**config.mk**
```make
export PLATFORM = sky130hd
export DESIGN_NAME = wake_status_latch
export DESIGN_NICKNAME = d
export VERILOG_FILES = /design/src/rtl/wake_pkg.sv /design/src/rtl/wake_edge.sv /design/src/rtl/wake_status_reg.sv /design/src/rtl/wake_status_latch.sv
export SDC_FILE = /design/constraint.sdc
export NUM_CORES = 1
export LEC_CHECK = 0
export ABC_AREA = 1
export BUFFER_PORTS_ARGS = -buffer_cell sky130_fd_sc_hd__clkbuf_2
export CAP_MARGIN = 15
export CORE_AREA = 2 2 49 51
export CTS_BUF_LIST = sky130_fd_sc_hd__clkbuf_4
export DETAILED_ROUTE_END_ITERATION = 12
export DIE_AREA = 0 0 51 53
export GPL_TIMING_DRIVEN = 0
export PLACE_DENSITY = 0.65
export SYNTH_ARGS = -nofsm -noshare
export SYNTH_HDL_FRONTEND = slang
export SYNTH_SLANG_ARGS = --single-unit
```
**constraint.sdc**
```tcl
create_clock -name clk -period 0.83 [get_ports clk]
set_clock_uncertainty 0.05 [all_clocks]
set_input_delay 0.0415 -clock clk [delete_from_list [all_inputs] [get_ports clk]]
set_output_delay 0.0415 -clock clk [all_outputs]
set_load 0.03 [all_outputs]
```
**src/rtl/wake_pkg.sv**
```systemverilog
package wake_pkg;
   localparam int unsigned NUM_SRC = 5;
   // source order: 0 rxd_a, 1 rxd_b, 2 button, 3 ring, 4 ir
   localparam int unsigned SRC_BIT [NUM_SRC] = '{0, 1, 2, 3, 5};
   localparam logic [NUM_SRC-1:0] SRC_ACT_LOW = 5'b01111;
   localparam int unsigned NUM_WAKE = 4;
   // wake enables map onto these status bits
   localparam int unsigned WAKE_BIT [NUM_WAKE] = '{0, 1, 3, 5};
   localparam int unsigned MIN_DATA_W = 6;
endpackage

```
**src/rtl/wake_edge.sv**
```systemverilog
module wake_edge #(
   parameter int unsigned STAGES    = 2,
   parameter bit          ACTIVE_LOW = 1'b1
) (
   input  logic clk,
   input  logic rst_n,
   input  logic pin,
   output logic ev
);
   localparam logic IDLE = ACTIVE_LOW;

   if (STAGES < 2) begin : g_bad_stages
      $error("wake_edge: STAGES must be at least 2");
   end

   logic [STAGES-1:0] sync_q;
   logic              prev_q;
   logic              cur;

   always_ff @(posedge clk or negedge rst_n) begin
      if (!rst_n) begin
         sync_q <= {STAGES{IDLE}};
         prev_q <= IDLE;
      end else begin
         sync_q <= {sync_q[STAGES-2:0], pin};
         prev_q <= sync_q[STAGES-1];
      end
   end

   assign cur = sync_q[STAGES-1];

   if (ACTIVE_LOW) begin : g_fall
      assign ev = prev_q & ~cur;
   end else begin : g_rise
      assign ev = cur & ~prev_q;
   end


   edge_single_chk: assert property (@(posedge clk) disable iff (!rst_n)
      ev |=> !ev);
endmodule

```
**src/rtl/wake_status_reg.sv**
```systemverilog
module wake_status_reg #(
   parameter int unsigned DATA_W     = 8,
   parameter logic [DATA_W-1:0] VALID_MASK = '1
) (
   input  logic              clk,
   input  logic              rst_n,
   input  logic [DATA_W-1:0] set_vec,
   input  logic              rd_clr,
   input  logic              wr_hit,
   input  logic [DATA_W-1:0] wr_data,
   output logic [DATA_W-1:0] status
);
   logic [DATA_W-1:0] keep;
   logic [DATA_W-1:0] status_d;

   assign keep     = rd_clr ? '0 : status;
   assign status_d = (keep | set_vec) & VALID_MASK;

   always_ff @(posedge clk or negedge rst_n) begin
      if (!rst_n) status <= '0;
      else        status <= status_d;
   end


   sticky_hold_chk: assert property (@(posedge clk) disable iff (!rst_n)
      !rd_clr |=> ((status & $past(status)) == $past(status)));


   read_clear_chk: assert property (@(posedge clk) disable iff (!rst_n)
      (rd_clr && set_vec == '0) |=> status == '0);


   event_wins_chk: assert property (@(posedge clk) disable iff (!rst_n)
      (set_vec != '0) |=> ((status & $past(set_vec & VALID_MASK))
                           == $past(set_vec & VALID_MASK)));


   write_ignored_chk: assert property (@(posedge clk) disable iff (!rst_n)
      (wr_hit && !rd_clr && set_vec == '0 && wr_data != '0) |=> $stable(status));
endmodule

```
**src/rtl/wake_status_latch.sv**
```systemverilog
module wake_status_latch
   import wake_pkg::*;
#(
   parameter int unsigned DATA_W      = 8,
   parameter int unsigned ADDR_W      = 8,
   parameter logic [ADDR_W-1:0] STATUS_ADDR = 8'hB3,
   parameter int unsigned SYNC_STAGES = 2
) (
   input  logic              clk,
   input  logic              rst_n,
   input  logic              rxd_a,
   input  logic              rxd_b,
   input  logic              ring_n,
   input  logic              ir_wake,
   input  logic              button_n,
   input  logic [ADDR_W-1:0] reg_addr,
   input  logic              reg_rd,
   input  logic              reg_wr,
   input  logic [DATA_W-1:0] reg_wdata,
   output logic [DATA_W-1:0] reg_rdata,
   input  logic [NUM_WAKE-1:0] wake_en,
   output logic              pwr_on_n
);
   if (DATA_W < MIN_DATA_W) begin : g_bad_width
      $error("wake_status_latch: DATA_W too small for bit 5");
   end

   function automatic logic [DATA_W-1:0] src_mask();
      logic [DATA_W-1:0] m = '0;
      for (int i = 0; i < NUM_SRC; i++) m[SRC_BIT[i]] = 1'b1;
      return m;
   endfunction

   localparam logic [DATA_W-1:0] VALID_MASK = src_mask();

   logic [NUM_SRC-1:0] pins;
   logic [NUM_SRC-1:0] ev;
   logic [DATA_W-1:0]  set_vec;
   logic [DATA_W-1:0]  en_map;
   logic [DATA_W-1:0]  status;
   logic               addr_hit;
   logic               rd_clr;
   logic               wr_hit;

   assign pins = {ir_wake, ring_n, button_n, rxd_b, rxd_a};

   for (genvar s = 0; s < NUM_SRC; s++) begin : g_src
      wake_edge #(
         .STAGES    (SYNC_STAGES),
         .ACTIVE_LOW(SRC_ACT_LOW[s])
      ) u_edge (
         .clk  (clk),
         .rst_n(rst_n),
         .pin  (pins[s]),
         .ev   (ev[s])
      );
   end

   always_comb begin
      set_vec = '0;
      for (int i = 0; i < NUM_SRC; i++) set_vec[SRC_BIT[i]] = ev[i];
   end

   always_comb begin
      en_map = '0;
      for (int i = 0; i < NUM_WAKE; i++) en_map[WAKE_BIT[i]] = wake_en[i];
   end

   assign addr_hit = (reg_addr == STATUS_ADDR);
   assign rd_clr   = reg_rd & addr_hit;
   assign wr_hit   = reg_wr & addr_hit;

   wake_status_reg #(
      .DATA_W    (DATA_W),
      .VALID_MASK(VALID_MASK)
   ) u_status (
      .clk    (clk),
      .rst_n  (rst_n),
      .set_vec(set_vec),
      .rd_clr (rd_clr),
      .wr_hit (wr_hit),
      .wr_data(reg_wdata),
      .status (status)
   );

   assign reg_rdata = rd_clr ? status : '0;
   assign pwr_on_n  = ~|(status & en_map);


   button_isolated_chk: assert property (@(posedge clk) disable iff (!rst_n)
      (status[SRC_BIT[2]] && (status & ~(DATA_W'(1) << SRC_BIT[2])) == '0) |-> pwr_on_n);


   reserved_zero_chk: assert property (@(posedge clk) disable iff (!rst_n)
      (reg_rdata & ~VALID_MASK) == '0);


   miss_read_zero_chk: assert property (@(posedge clk) disable iff (!rst_n)
      (reg_rd && !addr_hit) |-> reg_rdata == '0);
endmodule

```
# After elaboration in Yosys (flattened, before gate mapping)
# Cells that the tools add are included.
[word_totals]
inputBits = 29
ff_bits = 20
elab_cells = 29
[classes]
n_mux = 2
eq_ne = 1
n_reduce_logical = 2
n_bitwise = 13
[ops]
columns = ["operator", "n"]
rows = [
  ["$mux W6", 2],
  ["$eq A8 B8 Y1 const B", 1],
  ["$reduce_or A8 Y1", 1],
  ["$and A1 B1 Y1", 6],
  ["$and A6 B6 Y6", 1],
  ["$or A6 B6 Y6", 1],
  ["$not A1 Y1", 5],
  ["$logic_not A1 Y1", 1],
]

# Logic depth before layout (Yosys ltp)
# Gate-level depths: netlist of run 1.
[logic_depth]
word_depth = 4
mapped_depth = 6
depth_no_buf = 6

# Modules after synthesis
# From an unflattened synthesis of run 1, not the netlist that was laid out.
[unflattened]
cells_unflattened = 84
hier_area_um2 = 804.5
[by_module_without_submodules]
columns = ["mod", "area_each_um2", "cells_each", "seq_area_each_um2", "n_inst"]
rows = [
  ["wake_edge (g_src[0].u_edge ...)", 88.8, 5, 78.8, 4],
  ["wake_status_reg", 211.5, 25, 125.1, 1],
  ["wake_status_latch", 152.6, 34, 0.0, 1],
  ["wake_edge (g_src[4].u_edge)", 85.1, 5, 75.1, 1],
]

# Least setup slack after synthesis of run 1
# No wires, ideal clock.
[synth_timing]
kind = "register to output"
start = "register u_status.status[1]"
end = "output pwr_on_n"
required_ns = 0.738
stages_incl_launch_ff = 3
arrival_time_ns = 0.988
setup_slack_ns = -0.250
n_path_buf = 0
cell_sequence = "dfrtp_1 -> a22o_1 -> nor2_1"
[synth_between]
elab_chain_len = 3
[synth_rtl]
columns = ["element", "line", "text"]
rows = [
  ["from (decl)", "wake_status_reg.sv:11", "output logic [DATA_W-1:0] status"],
  ["from (signal assigned)", "wake_status_reg.sv:21", "else status <= status_d;"],
  ["$and A6 B6 Y6", "wake_status_latch.sv:87", "assign pwr_on_n = ~|(status & en_map);"],
  ["$reduce_or A8 Y1", "wake_status_latch.sv:87", ""],
  ["$logic_not A1 Y1", "wake_status_latch.sv:87", ""],
  ["to (decl)", "wake_status_latch.sv:22", "output logic pwr_on_n"],
]
# Every way passes these cells.

# Worst setup path after layout of run 1
# Same ends and word-level chain as after synthesis.

==> results of run 1 <==
timing repair:
item | in CTS | in global routing
endpoints found under the hold margin | 25 | 0
setup endpoints to repair | 6 | 10
hold buffers | 6 | 0
gates resized for setup | 14 | 15
setup buffers | 2 | 2
pin swaps | 1 | 11
cell usage in the layout, fill, tap and decap left out, types with 4 or more instances in the layout:
cell / synthesis / final
sky130_fd_sc_hd__buf_4: 3 / 5
sky130_fd_sc_hd__clkbuf_2: 0 / 19
sky130_fd_sc_hd__clkbuf_4: 0 / 4
sky130_fd_sc_hd__clkbuf_8: 0 / 4
sky130_fd_sc_hd__dfrtp_1: 8 / 8
sky130_fd_sc_hd__dfstp_2: 12 / 12
sky130_fd_sc_hd__dlygate4sd3_1: 0 / 6
sky130_fd_sc_hd__inv_2: 0 / 8
sky130_fd_sc_hd__nand2_1: 18 / 15
sky130_fd_sc_hd__nor2_2: 3 / 7
layer usage:
| layer | global-route usage, % | up-vias | share of wire, % |
|---|---|---|---|
| met1 | 9.76 | 210 | 44 |
| met5 | 0 | - | 0 |
| met4 | 5.41 | 0 | 0.47 |
| met2 | 17.7 | 27 | 46 |
| met3 | 1.98 | 2 | 9.4 |
| li1 | - | 266 | - |
registers in the layout, indices dropped and copies added, names as in the netlist:
name and count:
g_src.u_edge.prev_q 5, g_src.u_edge.sync_q 10, u_status.status 5
power by group:
part | internal, mW | switching [mW] | total (mW)
combinational | 0.0825 | 0.0791 | 0.162
sequential | 1.04 | 0.0159 | 1.05
clock | 0.219 | 0.255 | 0.475
total | 1.34 | 0.350 | 1.69
metrics by stage:
stage / TNS [ns] / cells
after floorplan: -0.0685 / 68
after global placement: -0.443 / 121
after detailed placement: -0.577 / 121
after CTS: -1.84 / 133
after global routing: -2.08 / 134
final: -1.64 / 134
worst max-delay path: stages, from the launching register on:
cell	delay, ns
sky130_fd_sc_hd__dfrtp_1	0.39
sky130_fd_sc_hd__a22o_1	0.26
sky130_fd_sc_hd__nor2_4	0.12
sky130_fd_sc_hd__buf_8	0.12
worst max-delay path by stage:
stage,to,cells past startpoint,startpoint
after floorplan,pwr_on_n,2,u_status.status[1]$_DFF_PN0_
after global placement,pwr_on_n,3,u_status.status[1]$_DFF_PN0_
after detailed placement,pwr_on_n,3,u_status.status[1]$_DFF_PN0_
after CTS,pwr_on_n,3,u_status.status[1]$_DFF_PN0_
after global routing,pwr_on_n,3,u_status.status[1]$_DFF_PN0_
final,pwr_on_n,3,u_status.status[1]$_DFF_PN0_
cells in the mapped netlist (all sizes together):
master	instances	area, µm²
nand3	1	17.5
a22o	2	17.5
inv	12	45.0
dfrtp	8	200
conb	1	3.75
buf	3	22.5
nor2	9	41.3
nand2	18	67.6
dfstp	12	315
cell families (layout without fill, tap and decap cells):
group | after synthesis | in the layout
compound gates | 2 | 2
flops | 20 | 20
other cells | 1 | 3
simple gates | 28 | 28
buf+inv | 15 | 53
cell type report:
cell class | count | area (µm²)
plain buffers | 3 | 22.5
clock buffers | 4 | 30.0
fillers | 206 | 1040
inverters | 12 | 47.5
multi-input cells | 33 | 188
flip-flops and latches | 20 | 515
well taps | 28 | 35.0
repair buffers | 34 | 267
==> impl_metrics.sql, run 1 <==
INSERT INTO impl_metrics (metric_group, metric, value, unit) VALUES
('sta', 'grt_setup_unrepaired', 'yes', ''),
('detailed_routing', 'detail_route.first_pass.iterations', '3', ''),
('sta', 'fin_ws', '-0.426', 'ns'),
('placement', 'io_buffer_count', '25', ''),
('finish', 'n_antenna_cell', '0', ''),
('grt', 'grt_antenna_before_repair', '0', ''),
('clock_tree', 'numCtsBuffers', '3', ''),
('worst_setup_path', 'regToRegEndpoint', 'u_status.status[2]$_DFF_PN0_', ''),
('yosys', 'yosys-mux-area-fraction', '0', '%'),
('die', 'floorplan.die.width', '51', 'µm'),
('run', 'drv_cap', '0', ''),
('clock_tree', 'clk-insertion-delay-late', '0.29', 'ns'),
('sta', 'worst_hold_slack', '0.132', 'ns'),
('yosys', 'synthCells', '66', ''),
('pwr', 'pwr_total', '1.69', 'mW'),
('die', 'starting_utilization_of_the_core_area', '34.0', '%'),
('yosys', 'synth_simple_gate_area_share', '17.3', '%'),
('worst_setup_path', 'timing.reg2reg.worst_path_depth', '3', ''),
('die', 'io_pins', '38', ''),
('sta', 'layout_worst_path_cycle_share', '151', '%'),
('finish', 'finish.instance_area', '1100', 'µm²'),
('yosys', 'cell_area_after_synthesis', '731', 'µm²'),
('outcome', 'violations', 'negative setup slack', ''),
('yosys', 'synth_adder_area_share', '0', '%'),
('detailed_routing', 'detail_route.drc_violations', '0', ''),
('sta', 'setup_viol', '6', ''),
('clock_tree', 'cts-root-to-sink-buffers', '2', ''),
('die', 'chipHeight', '53', 'µm'),
('placement', 'detailed_place_hpwl', '738', 'µm'),
('detailed_routing', 'totalWireLength', '1.06', 'mm'),
('clock_tree', 'cts_tree', 'built', ''),
('min_path', 'hold-path-endpoint', 'u_status.status[3]$_DFF_PN0_', ''),
('yosys', 'yosysWarnings', '0', ''),
('min_path', 'min_delay_path_depth', '5', ''),
('sta', 'fmaxAchievable', '796', 'MHz'),
('pwr', 'pwr_density_cell', '1530', 'nW/µm²'),
('worst_setup_path', 'timing_worst_setup_path_type', 'register to output pin', ''),
('sta', 'final.min_clock_period', '1.26', 'ns'),
('clock_tree', 'htreeDepth', '1', ''),
('grt', 'largest_net_degree_at_the_start_of_global_routing', '21', ''),
('finish', 'fraction_of_final_layout_cells_sized_beyond_drive_strength_1', '65.1', '%'),
('min_path', 'kind_of_path_behind_the_tightest_hold_check', 'input port to register', ''),
('pwr', 'cellLeakagePower', '0.568', 'nW'),
('clock_tree', 'clock-root-buffer', 'sky130_fd_sc_hd__clkbuf_4', ''),
('grt', 'gr-usage-all-layers', '9.49', '%'),
('yosys', 'largest_family_of_logic_cells_by_synthesized_area', 'simple AND/OR/NAND/NOR gates', ''),
('finish', 'layout.core_utilization', '51.4', '%'),
('min_path', 'min_from', 'reg_addr[6]', ''),
('placement', 'placed_cell_area', '918', 'µm²'),
('die', 'number_of_cell_rows', '17', ''),
('worst_setup_path', 'end_kind', 'output pin', ''),
('yosys', 'postSynthRegisterBits', '20', ''),
('yosys', 'synth_compound_gate_area_share', '2.40', '%'),
('yosys', 'ys_types', '10', ''),
('worst_setup_path', 'crit_arrival', '1.16', 'ns'),
('grt', 'grt_first_pass_wirelength', '1.90', 'mm'),
('die', 'area_of_the_die', '2700', 'µm²'),
('sta', 'final-max-slew-violation-count', '0', ''),
('worst_setup_path', 'reg2reg_slack', '0.02', 'ns'),
('clock_tree', 'clock_slew_at_reported_path_ffs', '0.10', 'ns'),
('worst_setup_path', 'path_max_fanout', '2', ''),
('finish', 'area.growth.synth_to_final', '51.2', '%'),
('sta', 'finalHoldViolCount', '0', ''),
('worst_setup_path', 'timing.critical_path.required', '0.74', 'ns'),
('detailed_routing', 'num_vias', '505', ''),
('detailed_routing', 'drt_iter0_markers', '3', ''),
('yosys', 'yosys.area_share.xor_xnor', '0', '%'),
('worst_setup_path', 'r2r_start', 'g_src[2].u_edge.sync_q[1]$_DFF_PN1_', ''),
('pwr', 'max-vdd-ir-drop', '1.13', 'mV'),
('detailed_routing', 'ant_nets', '0', ''),
('placement', 'routabilityCongestion', '0.635', ''),
('clock_tree', 'cts.sink_count', '20', ''),
('outcome', 'status', 'finished with violations', ''),
('yosys', 'synth_sequential_area_ratio', '70.5', '%'),
('die', 'design.core.area', '2150', 'µm²'),
('placement', 'dpl_worst_slack', '-0.169', 'ns'),
('grt', 'number_of_global_route_vias_before_repair', '529', ''),
('grt', 'globalRouteOverflowTotal', '0', ''),
('yosys', 'post_synth.cell_area_avg', '11.1', 'µm²'),
('worst_setup_path', 'critPathLaunchType', 'register', ''),
('detailed_routing', 'avgViaCountPerCell', '3.77', ''),
('finish', 'finalNetCount', '136', ''),
('detailed_routing', 'wire_per_inst', '7.87', 'µm');
No activity file was read; power rests on OpenSTA's default activity.
==> run 2, diff against run 1 <==
--- a/config.mk
+++ b/config.mk
@@ -12,7 +12,6 @@
 export CTS_BUF_LIST = sky130_fd_sc_hd__clkbuf_4
 export DETAILED_ROUTE_END_ITERATION = 12
 export DIE_AREA = 0 0 51 53
-export GPL_TIMING_DRIVEN = 0
 export PLACE_DENSITY = 0.65
 export SYNTH_ARGS = -nofsm -noshare
 export SYNTH_HDL_FRONTEND = slang
==> impl_metrics.sql, run 2 (synthesized netlist as in run 1, its figures left out) <==
INSERT INTO impl_metrics (metric_group, metric, value, unit) VALUES
('min_path', 'min_delay_path_depth', '5', ''),
('clock_tree', 'cts-root-to-sink-buffers', '2', ''),
('worst_setup_path', 'timing.reg2reg.worst_path_depth', '5', ''),
('detailed_routing', 'avgViaCountPerCell', '3.84', ''),
('placement', 'detailed_place_hpwl', '780', 'µm'),
('die', 'design.core.area', '2150', 'µm²'),
('worst_setup_path', 'end_kind', 'output pin', ''),
('die', 'chipHeight', '53', 'µm'),
('sta', 'final-max-slew-violation-count', '0', ''),
('pwr', 'cellLeakagePower', '0.573', 'nW'),
('grt', 'grt_antenna_before_repair', '0', ''),
('worst_setup_path', 'worstPathCellList', 'a22o_1 -> nor2_4 -> buf_8', ''),
('clock_tree', 'cts_tree', 'built', ''),
('clock_tree', 'htreeDepth', '1', ''),
('sta', 'layout_worst_path_cycle_share', '153', '%'),
('detailed_routing', 'ant_nets', '0', ''),
('worst_setup_path', 'crit_arrival', '1.18', 'ns'),
('finish', 'fraction_of_final_layout_cells_sized_beyond_drive_strength_1', '62.6', '%'),
('detailed_routing', 'totalWireLength', '1.21', 'mm'),
('worst_setup_path', 'critical-path-max-stage-delay', '0.39', 'ns'),
('die', 'floorplan.die.width', '51', 'µm'),
('finish', 'multiInputGateArea', '188', 'µm²'),
('finish', 'area.growth.synth_to_final', '53.3', '%'),
('worst_setup_path', 'timing_worst_setup_path_type', 'register to output pin', ''),
('detailed_routing', 'drt_iter0_markers', '1', ''),
('pwr', 'max-vdd-ir-drop', '0.932', 'mV'),
('sta', 'finalHoldViolCount', '0', ''),
('worst_setup_path', 'cp.depth', '3', ''),
('clock_tree', 'numCtsBuffers', '3', ''),
('clock_tree', 'clock-root-buffer', 'sky130_fd_sc_hd__clkbuf_4', ''),
('grt', 'number_of_global_route_vias_before_repair', '507', ''),
('sta', 'fmaxAchievable', '788', 'MHz'),
('pwr', 'pwr_density_cell', '1460', 'nW/µm²'),
('worst_setup_path', 'timing.critical_path.required', '0.74', 'ns'),
('finish', 'n_antenna_cell', '0', ''),
('finish', 'largest_register_ff_count', '10', ''),
('detailed_routing', 'num_vias', '519', ''),
('die', 'starting_utilization_of_the_core_area', '34.0', '%'),
('clock_tree', 'cts.sink_count', '20', ''),
('placement', 'routabilityCongestion', '0.609', ''),
('placement', 'dpl_worst_slack', '-0.150', 'ns'),
('grt', 'largest_net_degree_at_the_start_of_global_routing', '21', ''),
('placement', 'io_buffer_count', '25', ''),
('die', 'number_of_cell_rows', '17', ''),
('clock_tree', 'clock_slew_at_reported_path_ffs', '0.10', 'ns'),
('grt', 'grt_first_pass_wirelength', '1.97', 'mm'),
('sta', 'worst_hold_slack', '0.119', 'ns'),
('sta', 'grt_setup_unrepaired', 'yes', ''),
('finish', 'finalNetCount', '137', ''),
('finish', 'top_register', 'g_src.u_edge.sync_q', ''),
('run', 'drv_cap', '0', ''),
('worst_setup_path', 'cpMaxStageDelayCell', 'sky130_fd_sc_hd__dfrtp_1', ''),
('die', 'area_of_the_die', '2700', 'µm²'),
('worst_setup_path', 'critPathLaunchType', 'register', ''),
('detailed_routing', 'detail_route.drc_violations', '0', ''),
('worst_setup_path', 'cpLargestDelayFamily', 'flip-flops', ''),
('worst_setup_path', 'path_max_fanout', '2', ''),
('finish', 'reg_top3', 'g_src.u_edge.sync_q (10), g_src.u_edge.prev_q (5), u_status.status (5)', ''),
('outcome', 'status', 'finished with violations', ''),
('outcome', 'violations', 'negative setup slack', ''),
('finish', 'register_area', '515', 'µm²'),
('detailed_routing', 'detail_route.first_pass.iterations', '2', ''),
('min_path', 'kind_of_path_behind_the_tightest_hold_check', 'input port to register', ''),
('finish', 'layout_commonest_cell', 'sky130_fd_sc_hd__clkbuf_2', ''),
('sta', 'final.min_clock_period', '1.27', 'ns'),
('clock_tree', 'clk-insertion-delay-late', '0.28', 'ns'),
('die', 'io_pins', '38', ''),
('worst_setup_path', 'timing.critical_path.buf_inv', '1', ''),
('sta', 'setup_viol', '7', ''),
('grt', 'globalRouteOverflowTotal', '0', ''),
('finish', 'filler_cell_count', '199', ''),
('sta', 'setup_tns', '-2.06', 'ns'),
('detailed_routing', 'wire_per_inst', '8.94', 'µm'),
('finish', 'most-common-layout-cells', 'sky130_fd_sc_hd__clkbuf_2, sky130_fd_sc_hd__nand2_1, sky130_fd_sc_hd__dfstp_2', ''),
('grt', 'gr-usage-all-layers', '9.55', '%'),
('sta', 'fin_ws', '-0.439', 'ns');
## run 2: what timing repair did
item,CTS,global route
endpoints found under the hold margin,25,0
pin swaps,7,9
hold buffers,6,0
setup buffers,1,4
setup endpoints to repair,7,10
resized for setup,19,12
## run 2: final cells by class
class	instances	share of cell area, %
inverters	12	4.25
flip-flops and latches	20	46.0
multi-input cells	33	16.8
repair buffers	38	27.5
well taps	28	3.13
clock buffers	3	2.01
clock inverters	1	0.335
## run 2: stage by stage
step / instance area (µm²) / utilization [%] / instances / total power [mW]
after global routing: 1120 / 52.1 / 135 / 1.72
after global placement: 926 / 43.1 / 122 / 1.18
after floorplan: 758 / - / 68 / 1.13
after CTS: 1080 / 50.4 / 133 / 1.67
after detailed placement: 926 / 43.1 / 122 / 1.19
final: 1120 / 52.1 / 135 / 1.64
## run 2: worst min-delay path, delay by kind of cell
kind                   cells  cell delay, ns
and+or+nand+nor            4            0.29
buffers and inverters      1            0.09
## run 2: worst paths after layout
path,startpoint,endpoint,slack (ns)
max,u_status.status[3]$_DFF_PN0_,pwr_on_n,-0.44
min,reg_addr[3],u_status.status[0]$_DFF_PN0_,0.12
max reg2reg,u_status.status[0]$_DFF_PN0_,u_status.status[0]$_DFF_PN0_,-0.14
min reg2reg,g_src[4].u_edge.sync_q[0]$_DFF_PN0_,g_src[4].u_edge.sync_q[1]$_DFF_PN0_,0.31
max in group asynchronous,rst_n,g_src[0].u_edge.sync_q[1]$_DFF_PN1_,0.20
min in group asynchronous,rst_n,g_src[4].u_edge.sync_q[0]$_DFF_PN0_,0.18
## run 2: power breakdown
part	switching, mW	internal, mW	total [mW]
combinational	0.0797	0.0745	0.154
clock	0.258	0.174	0.432
sequential	0.0153	1.04	1.05
## run 2: routing by layer
layer  vias to the layer above  global-route usage, %  wire (µm)
li1                        268                      -          -
met1                       222                   10.5        502
met2                        27                   17.7        599
met3                         2                   1.98         99
met4                         0                   4.05          5
met5                         -                      0          0
